===== config.mk =====
export PLATFORM = sky130hd
export DESIGN_NAME = ecc_secded_wrap
export DESIGN_NICKNAME = d
export VERILOG_FILES = /design/src/rtl/ecc_pkg.sv /design/src/rtl/ecc_enc_lane.sv /design/src/rtl/ecc_dec_lane.sv /design/src/rtl/ecc_secded_wrap.sv
export SDC_FILE = /design/constraint.sdc
export NUM_CORES = 1
export LEC_CHECK = 0
export BUFFER_PORTS_ARGS = -buffer_cell sky130_fd_sc_hd__buf_2
export CORE_AREA = 2 2 216 218
export CTS_CLUSTER_SIZE = 28
export DETAILED_ROUTE_END_ITERATION = 10
export DIE_AREA = 0 0 218 220
export PLACE_DENSITY = 0.62
export SLEW_MARGIN = 40
export SYNTH_ARGS = -nofsm -noshare
export SYNTH_HDL_FRONTEND = slang
export SYNTH_SLANG_ARGS = --single-unit

===== constraint.sdc =====
create_clock -name clk_i -period 0.8 [get_ports clk_i]
set_clock_uncertainty 0.05 [all_clocks]
set_input_delay 0.08 -clock clk_i [delete_from_list [all_inputs] [get_ports clk_i]]
set_output_delay 0.08 -clock clk_i [all_outputs]
set_load 0.05 [all_outputs]

===== src/rtl/ecc_pkg.sv =====
package ecc_pkg;

    localparam int DATA_W = 64;
    localparam int CHK_W  = 7;
    localparam int CODE_W = 72;

    typedef enum logic [1:0] {
        ECC_BOTH     = 2'd0,
        ECC_ENC_ONLY = 2'd1,
        ECC_DEC_ONLY = 2'd2
    } ecc_mode_e;

    // Hamming position of data bit idx: the idx-th non-power-of-two position.
    function automatic int data_pos(int idx);
        int cnt;
        int res;
        cnt = 0;
        res = 0;
        for (int p = 3; p < 128; p++) begin
            if ((p & (p - 1)) != 0) begin
                if (cnt == idx && res == 0) res = p;
                cnt++;
            end
        end
        return res;
    endfunction

    // Data bits that feed check bit j.
    function automatic logic [DATA_W-1:0] chk_mask(int j);
        logic [DATA_W-1:0] m;
        int pos;
        m = '0;
        for (int i = 0; i < DATA_W; i++) begin
            pos  = data_pos(i);
            m[i] = pos[j];
        end
        return m;
    endfunction

endpackage


===== src/rtl/ecc_enc_lane.sv =====
module ecc_enc_lane
    import ecc_pkg::*;
(
    input  logic [DATA_W-1:0] data_i,
    input  logic              inj_s_i,
    input  logic              inj_d_i,
    output logic [CODE_W-1:0] code_o
);

    logic [CHK_W-1:0]  chk;
    logic [CODE_W-1:0] clean;
    logic [CODE_W-1:0] flip;

    for (genvar j = 0; j < CHK_W; j++) begin : g_chk
        localparam logic [DATA_W-1:0] MASK = chk_mask(j);
        assign chk[j] = ^(data_i & MASK);
    end

    assign clean = {^{chk, data_i}, chk, data_i};

    // Injection acts on the finished codeword; double request wins.
    always_comb begin
        flip = '0;
        if (inj_d_i)      flip[1:0] = 2'b11;
        else if (inj_s_i) flip[0]   = 1'b1;
    end

    assign code_o = clean ^ flip;

endmodule


===== src/rtl/ecc_dec_lane.sv =====
module ecc_dec_lane
    import ecc_pkg::*;
(
    input  logic [CODE_W-1:0] code_i,
    output logic [DATA_W-1:0] data_o,
    output logic              sbit_o,
    output logic              dbit_o
);

    logic [DATA_W-1:0] raw;
    logic [CHK_W-1:0]  recomp;
    logic [CHK_W-1:0]  syn;
    logic              par_odd;
    logic [DATA_W-1:0] fix;

    assign raw = code_i[DATA_W-1:0];

    for (genvar j = 0; j < CHK_W; j++) begin : g_syn
        localparam logic [DATA_W-1:0] MASK = chk_mask(j);
        assign recomp[j] = ^(raw & MASK);
    end

    assign syn     = recomp ^ code_i[DATA_W +: CHK_W];
    assign par_odd = ^code_i;

    // A data bit is repaired only for an odd error count whose syndrome names it.
    for (genvar i = 0; i < DATA_W; i++) begin : g_fix
        localparam int POS = data_pos(i);
        assign fix[i] = par_odd && (syn == CHK_W'(POS));
    end

    assign data_o = raw ^ fix;
    assign sbit_o = par_odd;
    assign dbit_o = !par_odd && (syn != '0);

endmodule


===== src/rtl/ecc_secded_wrap.sv =====
module ecc_secded_wrap
    import ecc_pkg::*;
#(
    parameter int        LANES = 2,
    parameter ecc_mode_e MODE  = ECC_BOTH
) (
    input  logic                                                        clk_i,
    input  logic                                                        rst_ni,
    input  logic                                                        wr_vld_i,
    input  logic [((MODE == ECC_DEC_ONLY) ? CODE_W : DATA_W)*LANES-1:0] wr_data_i,
    input  logic                                                        inj_sbit_i,
    input  logic                                                        inj_dbit_i,
    output logic                                                        wr_vld_o,
    output logic [CODE_W*LANES-1:0]                                     wr_code_o,
    input  logic                                                        rd_vld_i,
    input  logic [CODE_W*LANES-1:0]                                     rd_code_i,
    output logic                                                        rd_vld_o,
    output logic [((MODE == ECC_ENC_ONLY) ? CODE_W : DATA_W)*LANES-1:0] rd_data_o,
    output logic [LANES-1:0]                                            sbit_err_o,
    output logic [LANES-1:0]                                            dbit_err_o
);

    localparam int CW_W     = CODE_W * LANES;
    localparam int RD_OUT_W = ((MODE == ECC_ENC_ONLY) ? CODE_W : DATA_W) * LANES;

    typedef struct packed {
        logic                wr_vld;
        logic [CW_W-1:0]     wr_code;
        logic                rd_vld;
        logic [RD_OUT_W-1:0] rd_data;
        logic [LANES-1:0]    sbit;
        logic [LANES-1:0]    dbit;
    } state_t;

    state_t              st_d, st_q;
    logic [CW_W-1:0]     enc_code;
    logic [RD_OUT_W-1:0] dec_data;
    logic [LANES-1:0]    dec_sbit;
    logic [LANES-1:0]    dec_dbit;

    // Store side
    if (MODE == ECC_DEC_ONLY) begin : g_wr_pass
        logic unused_inj;
        assign unused_inj = inj_sbit_i ^ inj_dbit_i;
        assign enc_code   = wr_data_i;
    end else begin : g_wr_enc
        for (genvar l = 0; l < LANES; l++) begin : g_lane
            ecc_enc_lane u_enc (
                .data_i  (wr_data_i[l*DATA_W +: DATA_W]),
                .inj_s_i (inj_sbit_i),
                .inj_d_i (inj_dbit_i),
                .code_o  (enc_code[l*CODE_W +: CODE_W])
            );
        end
    end

    // Load side
    if (MODE == ECC_ENC_ONLY) begin : g_rd_pass
        assign dec_data = rd_code_i;
        assign dec_sbit = '0;
        assign dec_dbit = '0;
    end else begin : g_rd_dec
        for (genvar l = 0; l < LANES; l++) begin : g_lane
            ecc_dec_lane u_dec (
                .code_i (rd_code_i[l*CODE_W +: CODE_W]),
                .data_o (dec_data[l*DATA_W +: DATA_W]),
                .sbit_o (dec_sbit[l]),
                .dbit_o (dec_dbit[l])
            );
        end
    end

    always_comb begin
        st_d        = st_q;
        st_d.wr_vld = wr_vld_i;
        st_d.rd_vld = rd_vld_i;
        if (wr_vld_i) st_d.wr_code = enc_code;
        if (rd_vld_i) begin
            st_d.rd_data = dec_data;
            st_d.sbit    = dec_sbit;
            st_d.dbit    = dec_dbit;
        end
    end

    always_ff @(posedge clk_i or negedge rst_ni) begin
        if (!rst_ni) st_q <= '0;
        else         st_q <= st_d;
    end

    assign wr_vld_o   = st_q.wr_vld;
    assign wr_code_o  = st_q.wr_code;
    assign rd_vld_o   = st_q.rd_vld;
    assign rd_data_o  = st_q.rd_data;
    assign sbit_err_o = st_q.sbit;
    assign dbit_err_o = st_q.dbit;

    // Checks
    p_wr_vld_rise_r2: assert property (@(posedge clk_i) disable iff (!rst_ni)
        wr_vld_i |=> wr_vld_o);
    p_wr_vld_fall_r2: assert property (@(posedge clk_i) disable iff (!rst_ni)
        !wr_vld_i |=> !wr_vld_o && $stable(wr_code_o));
    p_rd_hold_r6: assert property (@(posedge clk_i) disable iff (!rst_ni)
        !rd_vld_i |=> !rd_vld_o && $stable(rd_data_o) && $stable(sbit_err_o)
                      && $stable(dbit_err_o));

    if (MODE != ECC_DEC_ONLY) begin : g_enc_chk
        for (genvar l = 0; l < LANES; l++) begin : g_lane
            p_clean_parity_r1: assert property (@(posedge clk_i) disable iff (!rst_ni)
                wr_vld_i && !inj_sbit_i && !inj_dbit_i
                |=> (^wr_code_o[l*CODE_W +: CODE_W]) == 1'b0);
            p_inj_single_r7: assert property (@(posedge clk_i) disable iff (!rst_ni)
                wr_vld_i && inj_sbit_i && !inj_dbit_i
                |=> (^wr_code_o[l*CODE_W +: CODE_W]) == 1'b1);
        end
    end else begin : g_pass_chk
        p_wr_pass_r9: assert property (@(posedge clk_i) disable iff (!rst_ni)
            wr_vld_i |=> wr_code_o == $past(wr_data_i));
    end

    if (MODE == ECC_ENC_ONLY) begin : g_noflag_chk
        p_no_flags_r8: assert property (@(posedge clk_i) disable iff (!rst_ni)
            sbit_err_o == '0 && dbit_err_o == '0);
    end else begin : g_flag_chk
        p_flag_excl_r4: assert property (@(posedge clk_i) disable iff (!rst_ni)
            (sbit_err_o & dbit_err_o) == '0);
    end

endmodule


After elaboration in Yosys (flattened, before gate mapping)
Cells that the tools add are included.
Storage, ports and cells
  flip-flop bits (word level): 278
  bits of input ports: 278
  output and inout port bits: 278
  word-level logic and storage cells: 309
Cells by class
  bitwise logic cells: 6
  multiplexer cells: 3
  equality and inequality tests: 128
  reductions and logical operators: 166
Operator list (count)
  parity 64 bit: 28
  == test 7 x 6 -> 1 bit (second input constant): 62
  == test 7 x 5 -> 1 bit (second input constant): 30
  parity 72 bit: 2
  bitwise XOR 72 x 2 -> 72 bit: 2
  parity 71 bit: 2
  logical AND 1 bit: 130
  bitwise XOR 64 bit: 2
  == test 7 x 4 -> 1 bit (second input constant): 14
  == test 7 bit (second input constant): 14
  == test 7 x 3 -> 1 bit (second input constant): 6
  == test 7 x 2 -> 1 bit (second input constant): 2
  nonzero test 7 bit: 2
  bitwise XOR 7 bit: 2
  two-way mux 1 bit: 3
  zero test 1 bit: 2

Logic depth before layout (Yosys ltp)
  word-level depth: 5
  mapped depth: 12
  gate-level depth less buffers: 8

By module
From an unflattened synthesis, not the netlist that was laid out.
Second synthesis, totals
  cells, all modules: 1569
  area total of the unflattened synthesis: 20543.5 um^2
Modules (own cells, without submodules)
  ecc_secded_wrap: sequential area each 6956.7 um^2, area an instance 10851.7 um^2, cells each 585, times used 1
  ecc_dec_lane: sequential area each 0.0 um^2, area an instance 2991.6 um^2, cells each 307, times used 2
  ecc_enc_lane: sequential area each 0.0 um^2, area an instance 1854.3 um^2, cells each 185, times used 2

Worst setup path after synthesis
No wires, ideal clock.
  path kind: input to register
  from: input rd_code_i[17]
  to: register st_q, in the netlist rd_data_o[35]
  data required time: 668 ps
  path buffers: 2
  cell stages on the path: 9
  library setup time: 82 ps
  data arrival time: 2862 ps
  slack: -2193 ps
  cells stage by stage: xnor3_1 -> xnor3_1 -> xor3_1 -> or3_1 -> clkbuf_1 -> and2_1 -> clkbuf_1 -> or4_1 -> a31oi_1
On the way
  word-level cells in the longest chain between the ends: 5
  elaborated cells on any way between the ends: 9
  those cells by class: 1 x eq/ne; 2 x bitwise; 6 x reduce/logical
Ends and longest elaborated chain
  start, declared: line ecc_secded_wrap.sv:16  | input logic [CODE_W*LANES-1:0] rd_code_i,
  parity 64 bit: line ecc_dec_lane.sv:20  | assign recomp[j] = ^(raw & MASK);
  bitwise XOR 7 bit: line ecc_dec_lane.sv:23  | assign syn = recomp ^ code_i[DATA_W +: CHK_W];
  == test 7 x 6 -> 1 bit: line ecc_dec_lane.sv:29  | assign fix[i] = par_odd && (syn == CHK_W'(POS));
  logical AND 1 bit (*): line ecc_dec_lane.sv:29
  bitwise XOR 64 bit (*): line ecc_dec_lane.sv:32  | assign data_o = raw ^ fix;
  end signal, assigned: line ecc_secded_wrap.sv:87  | else st_q <= st_d;
  end, declared: line ecc_secded_wrap.sv:35  | state_t st_d, st_q;
Every way passes the cells marked *; elsewhere a longest branch is shown, timed or not.
A chain may end at the register's enable or synchronous reset.

Worst setup path after layout
  from: input rd_code_i[46]
  to: register st_q, in the netlist rd_data_o[31]
Same word-level chain as after synthesis.

==> flow_metrics.env <==
export IMPL_numPortBuffers=555
export IMPL_end_kind="flop"
export IMPL_synthArstFlopShare=1.00
export IMPL_cpMostUsedCell="buf_6"
export IMPL_cts_buffers=31
export IMPL_timing_fmax_mhz=340
export IMPL_cts_tree="yes"
export IMPL_drt_iter0_drc=1794
export IMPL_finalSetupTns_ns=-395.66
export IMPL_cp_start_kind="primary input"
export IMPL_ioPinCount=556
export IMPL_fin_crit_sh=3.68
export IMPL_grt_start_max_net_pins=69
export IMPL_avgSynthCellArea_um2=11.4
export IMPL_syn_instance_count=1569
export IMPL_hold_ws_ns=-0.104
export IMPL_synth_ff_type="dfrtp_1"
export IMPL_wl_met2_um=46900
export IMPL_tightest_slew_ns=0.617
export IMPL_total_power_uw=164000
export IMPL_clkTransAtPathRegs_ns=0.06
export IMPL_drive_above_1_share=0.631
export IMPL_hold_class="in -> reg"
export IMPL_ys_ff_latch=278
export IMPL_core_area_mm2=0.0459
export IMPL_drc=0
export IMPL_worstSkewPairLatency_ns=0.59
export IMPL_grt_pass1_wl_um=122000
export IMPL_cap_viol_max_count=0
export IMPL_top_layer_used="met5"
export IMPL_place_congestion=0.940
export IMPL_slew_headroom=0.586
export IMPL_syn_nets=1847
export IMPL_rsz0062_at_grt="yes"
export IMPL_grt_pass1_vias=20733
export IMPL_synth_cell_types=41
export IMPL_timing_final_ws_setup_ns=-2.14
export IMPL_htreeDepth=1
export IMPL_viasPerCell=5.65
export IMPL_antenna_found_initial=4
export IMPL_via_count=20349
export IMPL_firstDrtPassIters=5
export IMPL_final_hold_viol_count=19
export IMPL_crit_path_max_incr_delay_ns=0.56
export IMPL_start_util=0.389
export IMPL_wl_met1_um=32300
export IMPL_crit_required_ns=1.20
export IMPL_drt_total_wl_um=94600
export IMPL_die_area_mm2=0.0480
export IMPL_routed_wl_met3_um=8200
export IMPL_synth_edf_count=0
export IMPL_worstPathMaxFanout=6
export IMPL_violations="negative hold slack, negative setup slack"
export IMPL_syn_to_final_growth_pct=103
export IMPL_final_max_slew_viol_count=0
export IMPL_ys_warn_count=0
export IMPL_hpwl_um=51300
export IMPL_clock_sinks=278
export IMPL_overflow=0
export IMPL_synthesis_area_mm2=0.0178
export IMPL_p_leak_uw=0.0160
export IMPL_track_usage=0.331
export IMPL_ant_nets=0
export IMPL_ys_seq_area_frac=0.390
export IMPL_path_cells="buf_6 -> xnor2_2 -> xnor3_2 -> xnor2_4 -> xor2_2 -> xnor3_2 -> buf_6 -> buf_8 -> buf_6 -> buf_12 -> buf_12 -> a2111oi_4 -> xnor2_1 -> a21oi_1"
export IMPL_fp_row_count=79
export IMPL_status="finished with violations"
export IMPL_avgRoutedWirePerCell_um=26.3
export IMPL_layout_nets=3243
export IMPL_cts_root_buf="clkbuf_16"
export IMPL_die_y_um=220
export IMPL_final_cells=3599
export IMPL_dp_cells=3081
export IMPL_slowest_stage="xnor3_2"
export IMPL_fin_crit_ns=2.94
export IMPL_arrival_ns=3.34
export IMPL_pre_cts_ws_ns=-2.48
export IMPL_chipWidth_um=218
export IMPL_crit_type="in -> reg"
export IMPL_peakVddDrop_mv=4.44
export IMPL_p_per_area_mw_per_mm2=4510
export IMPL_setup_viol=560
export IMPL_cts_buffer_depth=3
-- stage by stage --
stage | utilization | cell area, µm²
after floorplan | - | 19400
after detailed placement | 0.565 | 25900
after global routing | 0.791 | 36300
after global placement | 0.565 | 25900
final | 0.791 | 36300
after CTS | 0.744 | 34100
-- final cells by class --
cell class	count	area (µm²)
fill	2189	9570
clock buffer	45	888
antenna	3	7.51
tap	607	759
sequential	278	7130
clock inverter	12	198
inverter	4	15.0
multi-input combinational	1196	13700
timing repair buffer	1454	13600
-- metal layers --
metal | global-route usage | up-vias
met5 | 0 | -
met4 | 0.165 | 2
met3 | 0.0599 | 559
met2 | 0.581 | 1518
met1 | 0.389 | 10030
li1 | - | 8240
-- where the power goes --
part           switching, µW  internal [µW]  total, µW  leakage [µW]
Sequential              2120          16500      18600       0.00304
Combinational          65700          63400     129000        0.0124
Clock                   6480           9290      15800      0.000531
-- flip-flops by register name, indices dropped and copies added, names as in the netlist --
register and cells:
dbit_err_o 2, rd_data_o 128, rd_vld_o 1, sbit_err_o 2
wr_code_o 144, wr_vld_o 1
-- repair_timing --
action	in CTS	in global routing
hold endpoints to repair	544	10
setup endpoints to repair	552	562
pin swaps	243	210
setup buffers	121	92
hold buffers	254	2
gates cloned	14	1
gates resized for setup	886	299
-- path summary, 6_finish.rpt --
path,startpoint,endpoint,slack (ns),depth (start not counted)
max,rd_code_i[46],rd_data_o[31]$_DFFE_PN0P_,-2.14,14
min reg2reg,wr_code_o[94]$_DFFE_PN0P_,wr_code_o[94]$_DFFE_PN0P_,0.48,1
min,inj_dbit_i,wr_code_o[0]$_DFFE_PN0P_,-0.10,4
min in group asynchronous,rst_ni,sbit_err_o[1]$_DFFE_PN0P_,0.03,3
max in group asynchronous,rst_ni,rd_data_o[91]$_DFFE_PN0P_,-0.09,3
max reg2reg,wr_code_o[138]$_DFFE_PN0P_,wr_code_o[138]$_DFFE_PN0P_,-0.30,3
-- cells in the final DEF, fill, tap and decap left out, types with 17 or more instances in the layout --
cell             n
a2111oi_4       24
a21oi_1         77
a31oi_1         37
buf_12          50
buf_2          220
buf_4          466
buf_6          428
buf_8           29
clkbuf_16       32
dfrtp_1        140
dfrtp_2        138
dlygate4sd3_1  253
mux2_2         123
mux2_4          19
nand3_4         17
nand4_1         36
nor2_1         129
o31ai_1         17
or4_1           17
xnor2_1        218
xnor2_2         95
xnor2_4         31
xnor3_1         53
xnor3_2         30
xor2_1          86
xor2_2          39
-- cell usage after synthesis, drive strengths merged, types with 2 or more instances --
| cell | count | area (µm²) |
|---|---|---|
| or3 | 15 | 98.8 |
| nand3b | 2 | 15.0 |
| and2 | 7 | 43.8 |
| xor2 | 135 | 1190 |
| nand3 | 35 | 175 |
| nand4 | 36 | 225 |
| mux2 | 142 | 1600 |
| nor4b | 4 | 41.3 |
| inv | 4 | 15.0 |
| or4 | 32 | 240 |
| xnor3 | 83 | 1870 |
| dfrtp | 278 | 6960 |
| o311ai | 2 | 17.5 |
| mux2i | 2 | 20.0 |
| nor2 | 133 | 499 |
| xor3 | 5 | 119 |
| or2 | 2 | 12.5 |
| xnor2 | 344 | 3030 |
| nor3 | 3 | 15.0 |
| nand2b | 3 | 18.8 |
| o21ai | 8 | 40.0 |
| a31oi | 40 | 250 |
| clkbuf | 87 | 327 |
| nor3b | 2 | 15.0 |
| a2111oi | 24 | 213 |
| nor4 | 2 | 12.5 |
| buf | 10 | 50.1 |
| o31ai | 32 | 240 |
| nor2b | 2 | 12.5 |
| a21oi | 91 | 455 |
-- kinds of logic (layout without fill, tap and decap cells) --
kind of cell           Yosys count  in the layout  synth area share
multiplexers                   144            144            0.0907
AO/OA/AOI/OAI                  197            197            0.0681
AND/OR/NAND/NOR                282            288            0.0816
flip-flops                     278            278             0.390
XOR/XNOR                       567            567             0.348
buffers and inverters          101           1515            0.0219
other                            0              3                 0
-- critical path: cells and delay by family --
family	cells	cell delay (ns)
buffers and inverters	6	0.78
XOR/XNOR	6	2.01
AO/OA/AOI/OAI	2	0.43
Note: power is estimated with default switching activity, not from simulation.
